**src/rtl/sdd_pkg.sv**
```systemverilog
package sdd_pkg;

    typedef enum logic [3:0] {
        S_IDLE,
        S_FETCH,
        S_PLAN,
        S_CHUNK,
        S_MEM_RD,
        S_CARD_OUT,
        S_CARD_IN,
        S_MEM_WR,
        S_WBACK,
        S_NEXT,
        S_DONE
    } sdd_state_e;

    // descriptor status word bits
    localparam int OWN_BIT  = 31;
    localparam int LAST_BIT = 2;

    // completion flag positions
    localparam int RAW_DATA_DONE = 3;
    localparam int RAW_CARD_IRQ  = 16;
    localparam int STAT_TX       = 0;
    localparam int STAT_RX       = 1;
    localparam int STAT_SUM      = 8;

endpackage

```
**src/rtl/sdd_len_calc.sv**
```systemverilog
module sdd_len_calc #(
    parameter int MAX_DESC_BYTES = 8192,
    localparam int WCNT_W = $clog2(MAX_DESC_BYTES / 4 + 1) + 1
) (
    input  logic [31:0]       size_field,
    input  logic [31:0]       remaining,
    output logic [31:0]       xfer_bytes,
    output logic [WCNT_W-1:0] xfer_words
);

    localparam logic [31:0] MAXB = 32'(MAX_DESC_BYTES);

    logic [31:0] eff_size;
    logic [31:0] rounded;

    always_comb begin
        // zero or oversized size fields collapse onto the ceiling
        if (size_field == 32'd0 || size_field > MAXB) begin
            eff_size = MAXB;
        end else begin
            eff_size = size_field;
        end
        xfer_bytes = (eff_size < remaining) ? eff_size : remaining;
        rounded    = (xfer_bytes + 32'd3) >> 2;
        xfer_words = WCNT_W'(rounded);
    end

endmodule

```
**src/rtl/sdd_stage_buf.sv**
```systemverilog
module sdd_stage_buf #(
    parameter int DEPTH = 4,
    localparam int AW = (DEPTH > 1) ? $clog2(DEPTH) : 1
) (
    input  logic          clk,
    input  logic          we,
    input  logic [AW-1:0] waddr,
    input  logic [31:0]   wdata,
    input  logic [AW-1:0] raddr,
    output logic [31:0]   rdata
);

    logic [31:0] slot [DEPTH];

    for (genvar g = 0; g < DEPTH; g++) begin : g_slot
        always_ff @(posedge clk) begin
            if (we && waddr == AW'(g)) begin
                slot[g] <= wdata;
            end
        end
    end

    assign rdata = slot[raddr];

endmodule

```
**src/rtl/sdd_dma_engine.sv**
```systemverilog
module sdd_dma_engine
    import sdd_pkg::*;
#(
    parameter int MAX_DESC_BYTES = 8192,
    parameter int BURST_WORDS    = 4
) (
    input  logic        clk,
    input  logic        rst_n,
    input  logic        start,
    input  logic        dir_write,
    input  logic        dma_en,
    input  logic        card_ready,
    input  logic [31:0] byte_count,
    input  logic [31:0] block_size,
    input  logic [31:0] desc_base,
    output logic        mem_req,
    output logic        mem_we,
    output logic [31:0] mem_addr,
    output logic [31:0] mem_wdata,
    input  logic        mem_ack,
    input  logic [31:0] mem_rdata,
    output logic        card_wvalid,
    output logic [31:0] card_wdata,
    input  logic        card_wready,
    input  logic        card_rvalid,
    input  logic [31:0] card_rdata,
    output logic        card_rready,
    output logic        busy,
    output logic [31:0] bytes_left,
    output logic [31:0] irq_raw,
    output logic [9:0]  dma_stat
);

    localparam int WCNT_W = $clog2(MAX_DESC_BYTES / 4 + 1) + 1;
    localparam int IW     = $clog2(BURST_WORDS + 1);
    localparam int BAW    = (BURST_WORDS > 1) ? $clog2(BURST_WORDS) : 1;

    sdd_state_e state_q, state_d;

    logic [31:0]       desc_addr;
    logic [31:0]       d_status;
    logic [31:0]       d_size;
    logic [31:2]       d_buf;
    logic [31:0]       d_next;
    logic [1:0]        fetch_i;
    logic [31:0]       remaining;
    logic [31:0]       xfer_q;
    logic [WCNT_W-1:0] words_left;
    logic [IW-1:0]     chunk;
    logic [IW-1:0]     idx;
    logic [31:0]       cur_addr;
    logic              is_wr;

    logic [31:0]       calc_bytes;
    logic [WCNT_W-1:0] calc_words;
    logic              buf_we;
    logic [31:0]       buf_wdata;
    logic [31:0]       buf_rdata;

    logic accept;
    logic last_beat;
    logic chunk_final;
    logic [IW-1:0] chunk_pick;

    assign accept = start && dma_en && (byte_count != 32'd0) &&
                    (block_size != 32'd0) && (dir_write || card_ready);
    assign last_beat   = (idx == chunk - IW'(1));
    assign chunk_final = (words_left == WCNT_W'(chunk));
    assign chunk_pick  = (words_left < WCNT_W'(BURST_WORDS)) ?
                         IW'(words_left) : IW'(BURST_WORDS);

    sdd_len_calc #(.MAX_DESC_BYTES(MAX_DESC_BYTES)) u_len (
        .size_field (d_size),
        .remaining  (remaining),
        .xfer_bytes (calc_bytes),
        .xfer_words (calc_words)
    );

    sdd_stage_buf #(.DEPTH(BURST_WORDS)) u_buf (
        .clk   (clk),
        .we    (buf_we),
        .waddr (BAW'(idx)),
        .wdata (buf_wdata),
        .raddr (BAW'(idx)),
        .rdata (buf_rdata)
    );

    // state register
    always_ff @(posedge clk or negedge rst_n) begin
        if (!rst_n) begin
            state_q <= S_IDLE;
        end else begin
            state_q <= state_d;
        end
    end

    // next state
    always_comb begin
        state_d = state_q;
        unique case (state_q)
            S_IDLE:     if (accept) state_d = S_FETCH;
            S_FETCH:    if (mem_ack && fetch_i == 2'd3) state_d = S_PLAN;
            S_PLAN:     state_d = S_CHUNK;
            S_CHUNK:    state_d = is_wr ? S_MEM_RD : S_CARD_IN;
            S_MEM_RD:   if (mem_ack && last_beat) state_d = S_CARD_OUT;
            S_CARD_OUT: if (card_wready && last_beat)
                            state_d = chunk_final ? S_WBACK : S_CHUNK;
            S_CARD_IN:  if (card_rvalid && last_beat) state_d = S_MEM_WR;
            S_MEM_WR:   if (mem_ack && last_beat)
                            state_d = chunk_final ? S_WBACK : S_CHUNK;
            S_WBACK:    if (mem_ack) state_d = S_NEXT;
            S_NEXT:     state_d = (d_status[LAST_BIT] || remaining == 32'd0) ?
                                  S_DONE : S_FETCH;
            S_DONE:     state_d = S_IDLE;
            default:    state_d = S_IDLE;
        endcase
    end

    // outputs decoded from state
    always_comb begin
        mem_req     = 1'b0;
        mem_we      = 1'b0;
        mem_addr    = 32'd0;
        mem_wdata   = 32'd0;
        card_wvalid = 1'b0;
        card_wdata  = 32'd0;
        card_rready = 1'b0;
        buf_we      = 1'b0;
        buf_wdata   = 32'd0;
        unique case (state_q)
            S_FETCH: begin
                mem_req  = 1'b1;
                mem_addr = desc_addr + {28'd0, fetch_i, 2'b00};
            end
            S_MEM_RD: begin
                mem_req   = 1'b1;
                mem_addr  = cur_addr;
                buf_we    = mem_ack;
                buf_wdata = mem_rdata;
            end
            S_CARD_OUT: begin
                card_wvalid = 1'b1;
                card_wdata  = buf_rdata;
            end
            S_CARD_IN: begin
                card_rready = 1'b1;
                buf_we      = card_rvalid;
                buf_wdata   = card_rdata;
            end
            S_MEM_WR: begin
                mem_req   = 1'b1;
                mem_we    = 1'b1;
                mem_addr  = cur_addr;
                mem_wdata = buf_rdata;
            end
            S_WBACK: begin
                mem_req   = 1'b1;
                mem_we    = 1'b1;
                mem_addr  = desc_addr;
                mem_wdata = d_status & ~(32'd1 << OWN_BIT);
            end
            default: begin
            end
        endcase
    end

    assign busy       = (state_q != S_IDLE);
    assign bytes_left = remaining;

    // datapath registers
    always_ff @(posedge clk or negedge rst_n) begin
        if (!rst_n) begin
            desc_addr  <= '0;
            d_status   <= '0;
            d_size     <= '0;
            d_buf      <= '0;
            d_next     <= '0;
            fetch_i    <= '0;
            remaining  <= '0;
            xfer_q     <= '0;
            words_left <= '0;
            chunk      <= '0;
            idx        <= '0;
            cur_addr   <= '0;
            is_wr      <= 1'b0;
            irq_raw    <= '0;
            dma_stat   <= '0;
        end else begin
            unique case (state_q)
                S_IDLE: begin
                    if (accept) begin
                        desc_addr <= desc_base;
                        remaining <= byte_count;
                        is_wr     <= dir_write;
                        fetch_i   <= '0;
                        irq_raw   <= '0;
                        dma_stat  <= '0;
                    end
                end
                S_FETCH: begin
                    if (mem_ack) begin
                        unique case (fetch_i)
                            2'd0: d_status <= mem_rdata;
                            2'd1: d_size   <= mem_rdata;
                            2'd2: d_buf    <= mem_rdata[31:2];
                            2'd3: d_next   <= mem_rdata;
                            default: begin
                            end
                        endcase
                        fetch_i <= fetch_i + 2'd1;
                    end
                end
                S_PLAN: begin
                    xfer_q     <= calc_bytes;
                    words_left <= calc_words;
                    cur_addr   <= {d_buf, 2'b00};
                end
                S_CHUNK: begin
                    chunk <= chunk_pick;
                    idx   <= '0;
                end
                S_MEM_RD: begin
                    if (mem_ack) begin
                        cur_addr <= cur_addr + 32'd4;
                        idx      <= last_beat ? '0 : idx + IW'(1);
                    end
                end
                S_CARD_OUT: begin
                    if (card_wready) begin
                        idx <= idx + IW'(1);
                        if (last_beat) begin
                            words_left <= words_left - WCNT_W'(chunk);
                        end
                    end
                end
                S_CARD_IN: begin
                    if (card_rvalid) begin
                        idx <= last_beat ? '0 : idx + IW'(1);
                    end
                end
                S_MEM_WR: begin
                    if (mem_ack) begin
                        cur_addr <= cur_addr + 32'd4;
                        idx      <= idx + IW'(1);
                        if (last_beat) begin
                            words_left <= words_left - WCNT_W'(chunk);
                        end
                    end
                end
                S_WBACK: begin
                    if (mem_ack) begin
                        remaining <= (remaining > xfer_q) ? remaining - xfer_q : 32'd0;
                    end
                end
                S_NEXT: begin
                    desc_addr <= d_next;
                    fetch_i   <= '0;
                end
                S_DONE: begin
                    irq_raw[RAW_DATA_DONE] <= 1'b1;
                    irq_raw[RAW_CARD_IRQ]  <= 1'b1;
                    dma_stat[STAT_SUM]     <= 1'b1;
                    if (is_wr) begin
                        dma_stat[STAT_TX] <= 1'b1;
                    end else begin
                        dma_stat[STAT_RX] <= 1'b1;
                    end
                end
                default: begin
                end
            endcase
        end
    end

endmodule

```
**config.mk**
```make
export PLATFORM = sky130hd
export DESIGN_NAME = sdd_dma_engine
export DESIGN_NICKNAME = d
export VERILOG_FILES = /design/src/rtl/sdd_pkg.sv /design/src/rtl/sdd_len_calc.sv /design/src/rtl/sdd_stage_buf.sv /design/src/rtl/sdd_dma_engine.sv
export SDC_FILE = /design/constraint.sdc
export NUM_CORES = 1
export LEC_CHECK = 0
export BUFFER_PORTS_ARGS = -buffer_cell sky130_fd_sc_hd__buf_2
export CAP_MARGIN = 20
export CORE_ASPECT_RATIO = 0.6
export CORE_MARGIN = 5
export CORE_UTILIZATION = 45
export DETAILED_ROUTE_END_ITERATION = 8
export GPL_TIMING_DRIVEN = 0
export PLACE_DENSITY = 0.7
export SYNTH_ARGS = -nofsm -noshare
export SYNTH_HDL_FRONTEND = slang
export SYNTH_HIERARCHICAL = 1
export SYNTH_SLANG_ARGS = --single-unit
```
**constraint.sdc**
```tcl
create_clock -name clk -period 8.4 [get_ports clk]
set_input_delay 0.84 -clock clk [delete_from_list [all_inputs] [get_ports clk]]
set_output_delay 0.84 -clock clk [all_outputs]
set_load 0.03 [all_outputs]
```
== Yosys cells after proc, flatten, opt, wreduce, memory -nomap -nowiden ==
Memories as Yosys holds them, arrays and structs flattened.
Index checks and enable logic that the tools add are counted.

* Flip-flop bits (word level): 284
* Bits in writable memories: 128
* Output and inout bits: 175
* Logic and storage cells: 184
* Memories: 1

* $add $sub $neg: 8
* $lt $le $gt $ge: 4
* Eq/ne operators: 33
* Muxes and demuxes: 69
* Reduce and logical (&&, ||, !) cells: 51

{| class="wikitable"
|+ Memories
! name !! depth !! width !! read ports !! clocked after memory_dff !! wr ports !! line !! source
|-
| u_buf.slot || 4 || 32 || 1 || 0 || 1 || sdd_stage_buf.sv:13 || <nowiki>logic [31:0] slot [DEPTH];</nowiki>
|}

{| class="wikitable"
|+ Operators by type and width
! operator !! count
|-
| $mux W32 || 11
|-
| $pmux W32 S2 || 5
|-
| $pmux W32 S3 || 1
|-
| $reduce_or A32 Y1 || 3
|-
| $logic_not A32 Y1 || 2
|-
| $reduce_bool A32 Y1 || 2
|-
| $pmux W4 S10 || 1
|-
| $mux W13 || 3
|-
| $pmux W13 S3 || 1
|-
| $mux W4 || 9
|-
| $add A32 B3 Y32 const B || 1
|-
| $add A32 B4 Y32 || 1
|-
| $gt A32 B14 Y1 const B || 1
|-
| $gt A32 B32 Y1 || 1
|-
| $lt A32 B32 Y1 || 1
|-
| $sub A32 B32 Y32 || 1
|-
| $ne A2 B2 Y1 const B || 14
|-
| $reduce_and A3 Y1 || 9
|-
| $mux W3 || 6
|-
| $mux W1 || 17
|-
| $mux W17 || 1
|-
| $eq A4 B3 Y1 const B || 4
|-
| $add A15 B2 Y15 const B || 1
|-
| $pmux W3 S5 || 1
|-
| other kinds (31) || 68
|}

== Logic depth before layout (Yosys ltp) ==
* Word-level depth: 9
* Depth in mapped cells: 19

== Hierarchy ==
The synthesis kept the hierarchy.

{| class="wikitable"
|+ By module, submodules not included
! module !! times used !! cells an instance !! area each (um^2) !! sequential area each (um^2)
|-
| sdd_dma_engine || 1 || 1789 || 16550.9 || 7006.7
|-
| sdd_stage_buf || 1 || 171 || 4689.5 || 3843.7
|-
| sdd_len_calc || 1 || 259 || 1898.1 || 0.0
|}

== Worst setup path after synthesis ==
OpenSTA, ideal clock, no wires.

* Kind: reg2reg
* From: reg state_q[0]
* To: mem u_buf.slot[0][0], enable pin
* Library setup time: 0.468 ns
* Data arrival time: 3.740 ns
* Required time: 7.932 ns
* Path slack: 4.192 ns
* Stages on the path, launching flop included: 7
* Cell sequence: dfrtp_1 > buf_2 > nand2b_1 > clkbuf_1 > nor2_1 > a22o_1 > nor3b_1

* Cells in the longest elaborated chain, start to end: 9
* Elaborated cells between the ends (all ways): 24
* Classes of those cells: eq/ne: 2; mux: 15; reduce/logical: 7

{| class="wikitable"
|+ Ends and longest elaborated chain
! element !! line !! source
|-
| start, declared || sdd_dma_engine.sv:38 || <nowiki>sdd_state_e state_q, state_d;</nowiki>
|-
| start signal, assigned || sdd_dma_engine.sv:93 || <nowiki>state_q <= state_d;</nowiki>
|-
| $eq A4 B3 Y1 || sdd_dma_engine.sv:130 || <nowiki>unique case (state_q)</nowiki>
|-
| $pmux W1 S2 * || sdd_dma_engine.sv:130 ||
|-
| named net buf_we || sdd_dma_engine.sv:56 || <nowiki>logic buf_we;</nowiki>
|-
| $logic_and A1 B1 Y1 || sdd_stage_buf.sv:17 || <nowiki>if (we && waddr == AW'(g)) begin</nowiki>
|-
| $mux W1 || sdd_stage_buf.sv:17 ||
|-
| $mux W1 (not written as such) || sdd_stage_buf.sv:18 || <nowiki>slot[g] <= wdata;</nowiki>
|-
| $reduce_or A32 Y1 (no line) || n/a ||
|-
| $mux W2 (no line) or $mux W1 (tied branches) (3 in a row) || n/a ||
|-
| end, declared || sdd_stage_buf.sv:13 ||
|}

Mark *: on every way through the listed nets, which the timed path passes. The rest lies on a longest branch.

== Final worst setup path ==
* From: reg d_size[26]
* To: reg words_left[12]

* Cells in the longest elaborated chain, start to end: 7
* Elaborated cells between the ends (all ways): 8
* Classes of those cells: add/sub: 1; order compare: 2; mux: 3; reduce/logical: 2

{| class="wikitable"
|+ Ends and longest elaborated chain
! element !! line !! source
|-
| start, declared || sdd_dma_engine.sv:42 || <nowiki>logic [31:0] d_size;</nowiki>
|-
| start signal, assigned || sdd_dma_engine.sv:204 || <nowiki>2'd1: d_size <= mem_rdata;</nowiki>
|-
| $gt A32 B14 Y1 or $logic_not A32 Y1 (tied branches) || sdd_len_calc.sv:18 || <nowiki>if (size_field == 32'd0 || size_field > MAXB) begin</nowiki>
|-
| $logic_or A1 B1 Y1 || sdd_len_calc.sv:18 ||
|-
| $mux W32 * || sdd_len_calc.sv:18 ||
|-
| $lt A32 B32 Y1 || sdd_len_calc.sv:23 || <nowiki>xfer_bytes = (eff_size < remaining) ? eff_size : remaining;</nowiki>
|-
| $mux W32 * || sdd_len_calc.sv:23 ||
|-
| $add A15 B2 Y15 * || sdd_len_calc.sv:24 || <nowiki>rounded = (xfer_bytes + 32'd3) >> 2;</nowiki>
|-
| named net calc_words[12] || sdd_dma_engine.sv:55 || <nowiki>logic [WCNT_W-1:0] calc_words;</nowiki>
|-
| $pmux W13 S3 * || sdd_dma_engine.sv:189 || <nowiki>unique case (state_q)</nowiki>
|-
| end signal, assigned || sdd_dma_engine.sv:215 || <nowiki>words_left <= calc_words;</nowiki>
|-
| end signal, assigned || sdd_dma_engine.sv:232 || <nowiki>words_left <= words_left - WCNT_W'(chunk);</nowiki>
|-
| end signal, assigned || sdd_dma_engine.sv:246 || <nowiki>words_left <= words_left - WCNT_W'(chunk);</nowiki>
|-
| end, declared || sdd_dma_engine.sv:48 || <nowiki>logic [WCNT_W-1:0] words_left;</nowiki>
|}

Marks and branches as above.
A chain may end at the register's enable or synchronous reset.

==> reports/results.ini <==
[placement]
portBuffers=306
hpwl_um=63900
place_ws_ns=3.08
dpl.cell_count=3277
globalplace.congestion=0.982

[clock_tree]
clkTransAtPathRegs_ns=0.07
cts.sinks=408
cts_post_setup_buffers_inserted=0
ctsRootBufferMaster=clkbuf_16
insertion_delay_ns=0.56
cts_hold_buf=0
htreeDepth=2
numCtsBuffers=41
post_cts_resized=0
clockBufferDepth=3
cts_tree=done

[finish]
final_cells=3358
syn_to_final_growth_pct=17.8
drive_above_1_share_pct=24.4
fin_util_pct=53.5
num-nets-final=2872

[critical_path]
reg2reg_slack_ns=2.96
r2r-start=d_size[26]
crit_fanout=10
critical_path_class=reg2reg
worst_ep_required_time_ns=8.83
startpoint=d_size[26]
worstPathArrival_ns=5.87
worstSetupEndpointType=flop
setup.worst_path.start_class=flop

[synthesis]
synth_edf_count=128
async_flop_share_pct=68.6
synthCells=2219
avgSynthCellArea_um2=10.4
synth_flop_cell=dfrtp_1
synth-seq-cells=408
yosys_warnings=6
netlist_area_um2=23100
ys_seq_area_share_pct=46.9
synth.distinct_cells=86

[floorplan]
die_width_um=303
dieArea_um2=56200
core_um2=50900
row_count=64
pin_count=344
start_util_pct=45.4
fp.dieH_um=186

[sta]
max_freq_ghz=0.184
rsz0062_at_grt=false
tightest_slew_ns=1.01
fin_crit_ns=5.44
finalClockSkew_ns=0.0211
fin_crit_sh_pct=64.8
timing.final.ws_setup_ns=2.96
fin_tns_setup_ns=0
slew_headroom_pct=32.2
drv_slew=0
hold_viol=0
setup_viol=0

[routing]
via_count=20238
dr.pass1.iters=5
wirelength_um=82600
drt_iter0_drc=2434
detail_route.wl_per_cell_um=24.6
viasPerCell=6.03
detail-route-antenna-nets=0
post-route-drc-count=0

[global_routing]
first_global_vias=19335
grt_usage_pct=28.5
grt_pass1_wl_um=122000
antenna_found_initial=8
grt_max_degree=106
grt-ovfl-total=0

[min_path]
hp-class=in2async

[job]
cap_violations=0

[power_and_ir_drop]
power.static_leakage_nw=12.1
peakVddDrop_mv=0.215
power_density_nw_per_um2=406

[run_status]
status=finished clean

-- state kept, by name, indices dropped and copies added (netlist names) --
name	flops
irq_raw	1
state_q	4
bytes_left	32
idx	3
d_size	32
is_wr	1
d_status	31
u_buf/slot	128
words_left	13
xfer_q	32
d_next	32
cur_addr	30
d_buf	30
desc_addr	32
fetch_i	2
dma_stat	2
chunk	3
-- report_power, final --
group          leakage, nW  total, mW  switching (mW)  internal (mW)
clock                0.682       1.94           0.817           1.12
sequential            4.66       3.45           0.679           2.78
combinational         6.73       5.67            3.60           2.06
total                 12.1       11.1            5.10           5.96
-- routing by layer --
metal	share of wire [%]	global-route usage [%]	vias to the layer above
met5	0	0	-
met4	2.4	7.05	0
met3	11	7.36	121
met2	42	39.7	1079
met1	45	44.0	10135
li1	-	-	8903
-- worst max-delay path, stage by stage (launching register included) --
cell	delay (ns)
dfrtp_1	0.38
nor4_1	0.36
nand3_1	0.44
nor2_2	0.46
clkbuf_1	0.37
and3_1	0.32
ha_1	0.28
and4_1	0.24
a221o_1	0.35
a21o_1	0.19
a311oi_2	0.40
o221ai_1	0.25
a41o_1	0.26
buf_6	0.14
clkbuf_1	0.33
and2_1	0.28
o22ai_1	0.17
a21oi_1	0.08
-- placed cells by master (no fill, tap or decap), types with 51 or more instances in the layout --
cell type  count
and3_1        58
buf_2        333
ha_1          73
inv_1         99
a21oi_1      135
conb_1        55
mux2i_1       51
dfrtp_1      280
clkbuf_1      93
mux2_2       133
a22o_1        70
nand3_1       52
nor2_1       129
o21ai_0      152
nand2_1      210
edfxtp_1     128
-- final cells by class --
cell class	count	area, um2
timing repair buffer	312	1640
sequential	408	10900
clock buffer	57	1160
clock inverter	18	228
multi-input combinational	1596	11200
buffer	168	905
antenna	6	15.0
tap	693	867
fill	4553	23700
inverter	100	375
-- synthesized netlist by cell type, types with 37 or more instances --
cell type  instances  area, um2
o21ai_0          152        761
and3_1            59        369
mux2_2           133       1500
nand3_1           52        260
xnor2_1           37        324
nand2_1          210        788
a22o_1            70        613
inv_1             99        372
ha_1              73        913
mux2i_1           51        510
dfrtp_1          280       7010
a21oi_1          135        676
nor2_1           129        484
buf_4             40        300
clkbuf_1          82        308
edfxtp_1         128       3840
-- per-stage QoR --
stage / power (mW) / hold WS (ns) / instance area (um2)
2_1_floorplan: 7.13 / 0.444 / 23300
3_3_place_gp: 8.85 / 0.459 / 25700
3_5_place_dp: 8.98 / 0.468 / 25900
4_1_cts: 10.9 / 0.349 / 27200
5_1_grt: 11.7 / 0.369 / 27300
6_report: 11.1 / 0.326 / 27300
-- final timing paths --
check | endpoint | depth (start not counted)
worst max-delay path | words_left[12] | 17
worst min-delay path | words_left[8] | 1
worst max register to register | words_left[12] | 17
worst min register to register | desc_addr[29] | 2
max in group asynchronous | d_next[22] | 3
min in group clk | desc_addr[29] | 2
-- cell families (layout without fill, tap and decap cells) --
family                     count (synthesis)  after routing  synth area share [%]
and+or+nand+nor                          654            654                  14.1
muxes                                    220            220                  12.1
other                                      2             61                0.0325
xor gates and xnor gates                  53             53                  2.04
DFF                                      408            408                  46.9
AOI/OAI and AO/OA                        538            538                  15.1
buffers and inverters                    268            655                  5.53
adders and majority gates                 76             76                  4.21
No activity file was read; power rests on OpenSTA's default activity.
